File: src/rtl/i2ca_pkg.sv
package i2ca_pkg;

  localparam int BYTE_W = 8;
  localparam int ADDR_W = BYTE_W - 1;
  localparam int PFX_W  = ADDR_W - 2;
  localparam logic [PFX_W-1:0] HS_PREFIX  = 5'b00001;
  localparam logic [PFX_W-1:0] TEN_PREFIX = 5'b11110;

  typedef enum logic [2:0] {
    PH_IDLE, PH_ADDR, PH_AWAIT, PH_AACK,
    PH_CMD,  PH_CWAIT, PH_CACK, PH_HOLD
  } phase_e;

  typedef struct packed {
    logic own;
    logic gcall;
    logic sbyte;
    logic cbus;
    logic hsm;
    logic tenb;
  } kind_t;

  // Classify a completed first byte.
  function automatic kind_t classify(input logic [ADDR_W-1:0] a,
                                     input logic              rw,
                                     input logic [ADDR_W-1:0] own);
    kind_t k;
    logic  rsv;
    k       = '0;
    k.gcall = (a == '0) && !rw;
    k.sbyte = (a == '0) && rw;
    k.cbus  = (a == ADDR_W'(1));
    k.hsm   = (a[ADDR_W-1:2] == HS_PREFIX);
    k.tenb  = (a[ADDR_W-1:2] == TEN_PREFIX);
    rsv     = k.gcall | k.sbyte | k.cbus | k.hsm | k.tenb;
    k.own   = (a == own) && !rsv;
    return k;
  endfunction

  // Command action: {reset_and_reload, reload_only}.
  function automatic logic [1:0] gc_action(input logic [BYTE_W-1:0] cmd,
                                           input logic [BYTE_W-1:0] rst_code,
                                           input logic [BYTE_W-1:0] rld_code);
    if (cmd[0])               return 2'b00;
    else if (cmd == rst_code) return 2'b10;
    else if (cmd == rld_code) return 2'b01;
    else                      return 2'b00;
  endfunction

endpackage

File: src/rtl/i2ca_line_events.sv
module i2ca_line_events (
  input  logic clk,
  input  logic rst_n,
  input  logic scl_i,
  input  logic sda_i,
  output logic scl_rise,
  output logic scl_fall,
  output logic start_evt,
  output logic stop_evt
);
  logic scl_q, sda_q;

  always_ff @(posedge clk) begin
    if (!rst_n) begin
      scl_q <= 1'b1;
      sda_q <= 1'b1;
    end else begin
      scl_q <= scl_i;
      sda_q <= sda_i;
    end
  end

  assign scl_rise  = scl_i & ~scl_q;
  assign scl_fall  = ~scl_i & scl_q;
  assign start_evt = scl_i & scl_q & sda_q & ~sda_i;
  assign stop_evt  = scl_i & scl_q & ~sda_q & sda_i;
endmodule

File: src/rtl/i2ca_byte_shifter.sv
module i2ca_byte_shifter #(
  parameter int W  = 8,
  localparam int CW = $clog2(W)
) (
  input  logic         clk,
  input  logic         rst_n,
  input  logic         clear,
  input  logic         shift_en,
  input  logic         bit_i,
  output logic [W-1:0] next_byte,
  output logic         full,
  output logic         cnt_zero
);
  logic [W-1:0]  sr_q;
  logic [CW-1:0] cnt_q;

  assign next_byte = {sr_q[W-2:0], bit_i};
  assign full      = shift_en && (cnt_q == CW'(W-1));
  assign cnt_zero  = (cnt_q == '0);

  always_ff @(posedge clk) begin
    if (!rst_n || clear) begin
      sr_q  <= '0;
      cnt_q <= '0;
    end else if (shift_en) begin
      sr_q  <= next_byte;
      cnt_q <= full ? '0 : cnt_q + CW'(1);
    end
  end
endmodule

File: src/rtl/i2ca_classifier.sv
module i2ca_classifier
  import i2ca_pkg::*;
(
  input  logic [BYTE_W-1:0] first_byte,
  input  logic [ADDR_W-1:0] own_addr,
  input  logic              gc_en,
  output kind_t             kind,
  output logic              ack
);
  always_comb begin
    kind = classify(first_byte[BYTE_W-1:1], first_byte[0], own_addr);
    ack  = kind.own | (kind.gcall & gc_en);
  end
endmodule

File: src/rtl/i2ca_decoder.sv
module i2ca_decoder
  import i2ca_pkg::*;
#(
  parameter logic [7:0] GC_RESET_CMD  = 8'h06,
  parameter logic [7:0] GC_RELOAD_CMD = 8'h04
) (
  input  logic              clk,
  input  logic              rst_n,
  input  logic              scl_i,
  input  logic              sda_i,
  output logic              sda_pull_o,
  input  logic [ADDR_W-1:0] own_addr_i,
  input  logic              gc_en_i,
  output logic              addr_done_o,
  output logic [ADDR_W-1:0] addr_o,
  output logic              rw_o,
  output logic              match_o,
  output logic              gcall_o,
  output logic              start_byte_o,
  output logic              cbus_o,
  output logic              hs_code_o,
  output logic              tenbit_o,
  output logic              gc_reset_o,
  output logic              gc_reload_o,
  output logic              gc_master_valid_o,
  output logic [ADDR_W-1:0] gc_master_addr_o
);
  // Named internal events
  logic scl_rise, scl_fall, start_evt, stop_evt;
  logic shift_en, byte_full, cnt_zero;
  logic [BYTE_W-1:0] byte_now;
  kind_t cls_kind;
  logic  cls_ack;
  logic [1:0] cmd_act;

  phase_e phase_q;
  kind_t  kind_q;
  logic   ack_q, pull_q, rw_q, done_q;
  logic   rst_p_q, rld_p_q, mval_q;
  logic [ADDR_W-1:0] addr_q, maddr_q;

  i2ca_line_events u_ev (
    .clk(clk), .rst_n(rst_n), .scl_i(scl_i), .sda_i(sda_i),
    .scl_rise(scl_rise), .scl_fall(scl_fall),
    .start_evt(start_evt), .stop_evt(stop_evt)
  );

  assign shift_en = scl_rise && (phase_q == PH_ADDR || phase_q == PH_CMD);

  i2ca_byte_shifter #(.W(BYTE_W)) u_sh (
    .clk(clk), .rst_n(rst_n), .clear(start_evt | stop_evt),
    .shift_en(shift_en), .bit_i(sda_i),
    .next_byte(byte_now), .full(byte_full), .cnt_zero(cnt_zero)
  );

  i2ca_classifier u_cls (
    .first_byte(byte_now), .own_addr(own_addr_i), .gc_en(gc_en_i),
    .kind(cls_kind), .ack(cls_ack)
  );

  assign cmd_act = gc_action(byte_now, GC_RESET_CMD, GC_RELOAD_CMD);

  always_ff @(posedge clk) begin
    if (!rst_n) begin
      phase_q <= PH_IDLE;
      kind_q  <= '0;
      ack_q   <= 1'b0;
      pull_q  <= 1'b0;
      rw_q    <= 1'b0;
      addr_q  <= '0;
      done_q  <= 1'b0;
      rst_p_q <= 1'b0;
      rld_p_q <= 1'b0;
      mval_q  <= 1'b0;
      maddr_q <= '0;
    end else begin
      done_q  <= 1'b0;
      rst_p_q <= 1'b0;
      rld_p_q <= 1'b0;
      mval_q  <= 1'b0;
      if (start_evt || stop_evt) begin
        phase_q <= start_evt ? PH_ADDR : PH_IDLE;
        kind_q  <= '0;
        ack_q   <= 1'b0;
        pull_q  <= 1'b0;
        rw_q    <= 1'b0;
        addr_q  <= '0;
      end else begin
        unique case (phase_q)
          PH_ADDR: if (byte_full) begin
            kind_q  <= cls_kind;
            ack_q   <= cls_ack;
            addr_q  <= byte_now[BYTE_W-1:1];
            rw_q    <= byte_now[0];
            done_q  <= 1'b1;
            phase_q <= PH_AWAIT;
          end
          PH_AWAIT: if (scl_fall) begin
            pull_q  <= ack_q;
            phase_q <= PH_AACK;
          end
          PH_AACK: if (scl_fall) begin
            pull_q  <= 1'b0;
            phase_q <= (ack_q && kind_q.gcall) ? PH_CMD : PH_HOLD;
          end
          PH_CMD: if (byte_full) begin
            rst_p_q <= cmd_act[1];
            rld_p_q <= cmd_act[0];
            mval_q  <= byte_now[0];
            if (byte_now[0]) maddr_q <= byte_now[BYTE_W-1:1];
            phase_q <= PH_CWAIT;
          end
          PH_CWAIT: if (scl_fall) begin
            pull_q  <= 1'b1;
            phase_q <= PH_CACK;
          end
          PH_CACK: if (scl_fall) begin
            pull_q  <= 1'b0;
            phase_q <= PH_HOLD;
          end
          default: ;
        endcase
      end
    end
  end

  assign sda_pull_o        = pull_q;
  assign addr_done_o       = done_q;
  assign addr_o            = addr_q;
  assign rw_o              = rw_q;
  assign match_o           = kind_q.own;
  assign gcall_o           = kind_q.gcall;
  assign start_byte_o      = kind_q.sbyte;
  assign cbus_o            = kind_q.cbus;
  assign hs_code_o         = kind_q.hsm;
  assign tenbit_o          = kind_q.tenb;
  assign gc_reset_o        = rst_p_q;
  assign gc_reload_o       = rld_p_q;
  assign gc_master_valid_o = mval_q;
  assign gc_master_addr_o  = maddr_q;
endmodule

File: config.mk
export PLATFORM = sky130hd
export DESIGN_NAME = i2ca_decoder
export DESIGN_NICKNAME = d
export VERILOG_FILES = /design/src/rtl/i2ca_pkg.sv /design/src/rtl/i2ca_line_events.sv /design/src/rtl/i2ca_byte_shifter.sv /design/src/rtl/i2ca_classifier.sv /design/src/rtl/i2ca_decoder.sv
export SDC_FILE = /design/constraint.sdc
export NUM_CORES = 1
export LEC_CHECK = 0
export ABC_AREA = 1
export CAP_MARGIN = 20
export CORE_MARGIN = 4
export CORE_UTILIZATION = 49
export DETAILED_ROUTE_END_ITERATION = 8
export PLACE_DENSITY = 0.81
export SLEW_MARGIN = 10
export SYNTH_ARGS = -nofsm -noshare
export SYNTH_HDL_FRONTEND = slang
export SYNTH_SLANG_ARGS = --single-unit
File: constraint.sdc
create_clock -name clk -period 1.6 [get_ports clk]
set_input_delay 0.32 -clock clk [delete_from_list [all_inputs] [get_ports clk]]
set_output_delay 0.32 -clock clk [all_outputs]
set_load 0.005 [all_outputs]
==> metrics.md <==
| Metric | Value |
|---|---|
| R2r startpoint | `phase_q[1]` |
| Slew HR | `78.2%` |
| Worst Setup EP | `gcall_o` |
| MaxCap Viol Count | `0` |
| Largest net degree at the start of global routing | `19` |
| Hold violation count in the final report | `0` |
| Die height | `70.7 um` |
| Gate Count Post-Synth | `254` |
| Hold WS | `465 ps` |
| GRT Overall Usage | `18.7%` |
| Status | `finished clean` |
| Die Area | `0.00500 mm2` |
| Latest clock arrival within the worst-skew pair | `290 ps` |
| Critical-path cell list | `clkdlybuf4s50_1` |
| Syn Area/Cell | `7.59 um2` |
| Crit path max-delay family | `buffers and inverters` |
| Htree depth | `2` |
| Met3 usage | `5.82%` |
| Final GP Congestion | `0.872` |
| Worst min path class | `flop to flop` |
| Clock skew | `4.49 ps` |
| Pre-CTS setup slack | `-296 ps` |
| Vias/cell | `5.07` |
| Most frequent cells in the layout | `48 x nand2_1, 41 x dfxtp_1, 37 x clkdlybuf4s50_1` |
| CP startpoint | `gcall_o` |
| CP max FO | `4` |
| Number of nets in the layout | `323` |
| Worst vdd rail ir drop | `644 uV` |
| Distinct cells, synth | `29` |
| Total Wirelength | `4450 um` |
| Post-DP HPWL | `3210 um` |
| First-pass GRT wire length | `7520 um` |
| WP data required | `1280 ps` |
| FMAX | `659 MHz` |
| Syn Std Cell Area | `0.00193 mm2` |
| DRT iter0 DRCs | `146` |
| Share of cells above drive strength 1 | `16.2%` |
| Detail Route Antenna Nets | `0` |
| Slew @ Worst Pin | `327 ps` |
| Number of diodes | `0` |
| Gr busiest metal | `met2` |
| Max Root-Sink Buffers | `2` |
| Max stage delay on crit path | `520 ps` |
| Met1 usage | `25.0%` |
| Chip width | `70.7 um` |
| Min Tclk post-route | `1520 ps` |
| Register area share after synthesis | `43.6%` |
| M2 GR Usage | `28.7%` |
| Reg2reg path depth | `10` |
| Post-synth net total | `268` |
| Reg2reg setup slack | `140 ps` |
| Drt wl/cell | `12.5 um` |
| Total gr overflow | `0` |
| Most common cell after layout, fill and taps aside | `nand2_1` |
| Hold Buf Count CTS | `0` |
| Clk slew on worst S/H paths | `80 ps` |
| Max-slew violations | `0` |
| Yosys warns | `0` |
| Crit start category | `flop` |
| Post-route setup slack | `82.2 ps` |
| Tcrit/Tclk final | `94.9%` |
| Crit path DAT | `1200 ps` |
| PD cells | `987 mW/mm2` |
| Critical path buffer and inverter count | `1` |
| Vias | `1809` |
| CP max-delay cell | `clkdlybuf4s50_1` |
| Unrepaired setup endpoints after global routing | `false` |
| Setup_tns | `0 ps` |
| Core area | `0.00374 mm2` |
| Num ports | `38` |
| FP Rows | `22` |
| Setup Crit Path Kind | `flop to output pin` |
| Leak | `0.00114 uW` |
| I/O Buffers | `37` |
| Vias in the first global route | `1624` |
| TritonCTS clock tree | `yes` |
| Number of remaining DRC errors | `0` |
| Finish-stage setup viols | `0` |
| Critical path depth in cells | `1` |
| Yosys reg bits | `42` |
| Syn-to-layout area delta | `35.0%` |
| Clk root buf | `clkbuf_8` |
| Router iterations before antenna repair | `4` |
| Initial antenna violation count | `0` |
| CTS Sinks | `42` |
| R2r endpoint | `gc_master_addr_o[2]` |
| Initial Util | `51.5%` |
| Setup crit end kind | `output pin` |
| Total CTS buffers | `5` |
[sequential cells by signal, indices dropped and copies added (netlist names)]
name,count
addr_o,7
gc_master_addr_o,7
u_sh.sr_q,7
phase_q,3
u_sh.cnt_q,3
ack_q,1
addr_done_o,1
cbus_o,1
gc_master_valid_o,1
gc_reload_o,1
gc_reset_o,1
gcall_o,1
hs_code_o,1
match_o,1
rw_o,1
sda_pull_o,1
start_byte_o,1
tenbit_o,1
u_ev.scl_q,1
u_ev.sda_q,1
[repair_timing]
| action | CTS | global route |
|---|---|---|
| buffers inserted | 0 | 0 |
| endpoints found under the setup margin | 0 | 35 |
| gates resized for setup | 0 | 4 |
[routing by layer]
metal | routed length (um) | up-vias
met3 | 263 | 9
met5 | 0 | -
li1 | - | 944
met4 | 62 | 0
met1 | 2150 | 805
met2 | 1970 | 51
[worst min-delay path by stage]
stage	cells past startpoint	end	slack [ps]	from
6_report	2	start_byte_o	460	start_byte_o
2_1_floorplan	2	u_ev.scl_q	440	scl_i
4_1_cts	2	start_byte_o	460	start_byte_o
5_1_grt	2	match_o	500	match_o
3_5_place_dp	2	start_byte_o	450	start_byte_o
3_3_place_gp	2	start_byte_o	450	start_byte_o
[power breakdown]
part | internal (uW) | switching [uW]
clock network | 499 | 350
logic | 216 | 343
registers | 1090 | 68.8
[Yosys cell counts]
| cell | number | area (um2) |
|---|---|---|
| a21oi_1 | 26 | 130 |
| a21oi_2 | 4 | 35.0 |
| buf_2 | 3 | 15.0 |
| buf_4 | 1 | 7.51 |
| buf_6 | 1 | 11.3 |
| buf_8 | 1 | 15.0 |
| clkbuf_1 | 1 | 3.75 |
| dfxtp_1 | 42 | 841 |
| ha_1 | 2 | 25.0 |
| inv_1 | 18 | 67.6 |
| inv_2 | 5 | 18.8 |
| inv_4 | 2 | 12.5 |
| nand2_1 | 48 | 180 |
| nand2_4 | 2 | 22.5 |
| nand3_1 | 13 | 65.1 |
| nand3_2 | 3 | 30.0 |
| nand3_4 | 2 | 35.0 |
| nand4_1 | 4 | 25.0 |
| nand4_2 | 1 | 12.5 |
| nor2_1 | 37 | 139 |
| nor2_2 | 1 | 6.26 |
| nor2_8 | 2 | 40.0 |
| nor3_1 | 1 | 5.00 |
| nor4_1 | 2 | 12.5 |
| o211a_1 | 1 | 10.0 |
| o21a_1 | 1 | 7.51 |
| o21ai_0 | 22 | 110 |
| o21ai_1 | 7 | 35.0 |
| xnor2_1 | 1 | 8.76 |
[per-stage QoR]
stage,std cells,util (%),power [uW],area (um2)
2_1_floorplan,254,-,1580,1930
4_1_cts,357,69.2,2570,2590
3_3_place_gp,350,66.2,1720,2480
5_1_grt,357,69.5,2710,2600
6_report,357,69.5,2570,2600
3_5_place_dp,350,66.2,1730,2480
[layout make-up]
cell class	count	area, um2
fill	328	1140
multi-input combinational	180	945
sequential	42	842
timing repair buffer	55	543
inverter	25	98.8
clock buffer	6	82.6
tap	48	60.1
clock inverter	1	30.0
[logic make-up (layout without fill, tap and decap cells)]
logic type | after synthesis | in the layout | synth area share, %
flops | 42 | 42 | 43.6
xor+xnor | 1 | 1 | 0.455
compound gates | 61 | 61 | 17.0
simple gates | 116 | 116 | 29.7
fa+ha+maj | 2 | 2 | 1.30
buf+inv | 32 | 87 | 7.86
Power figures use the tool's default switching activity.
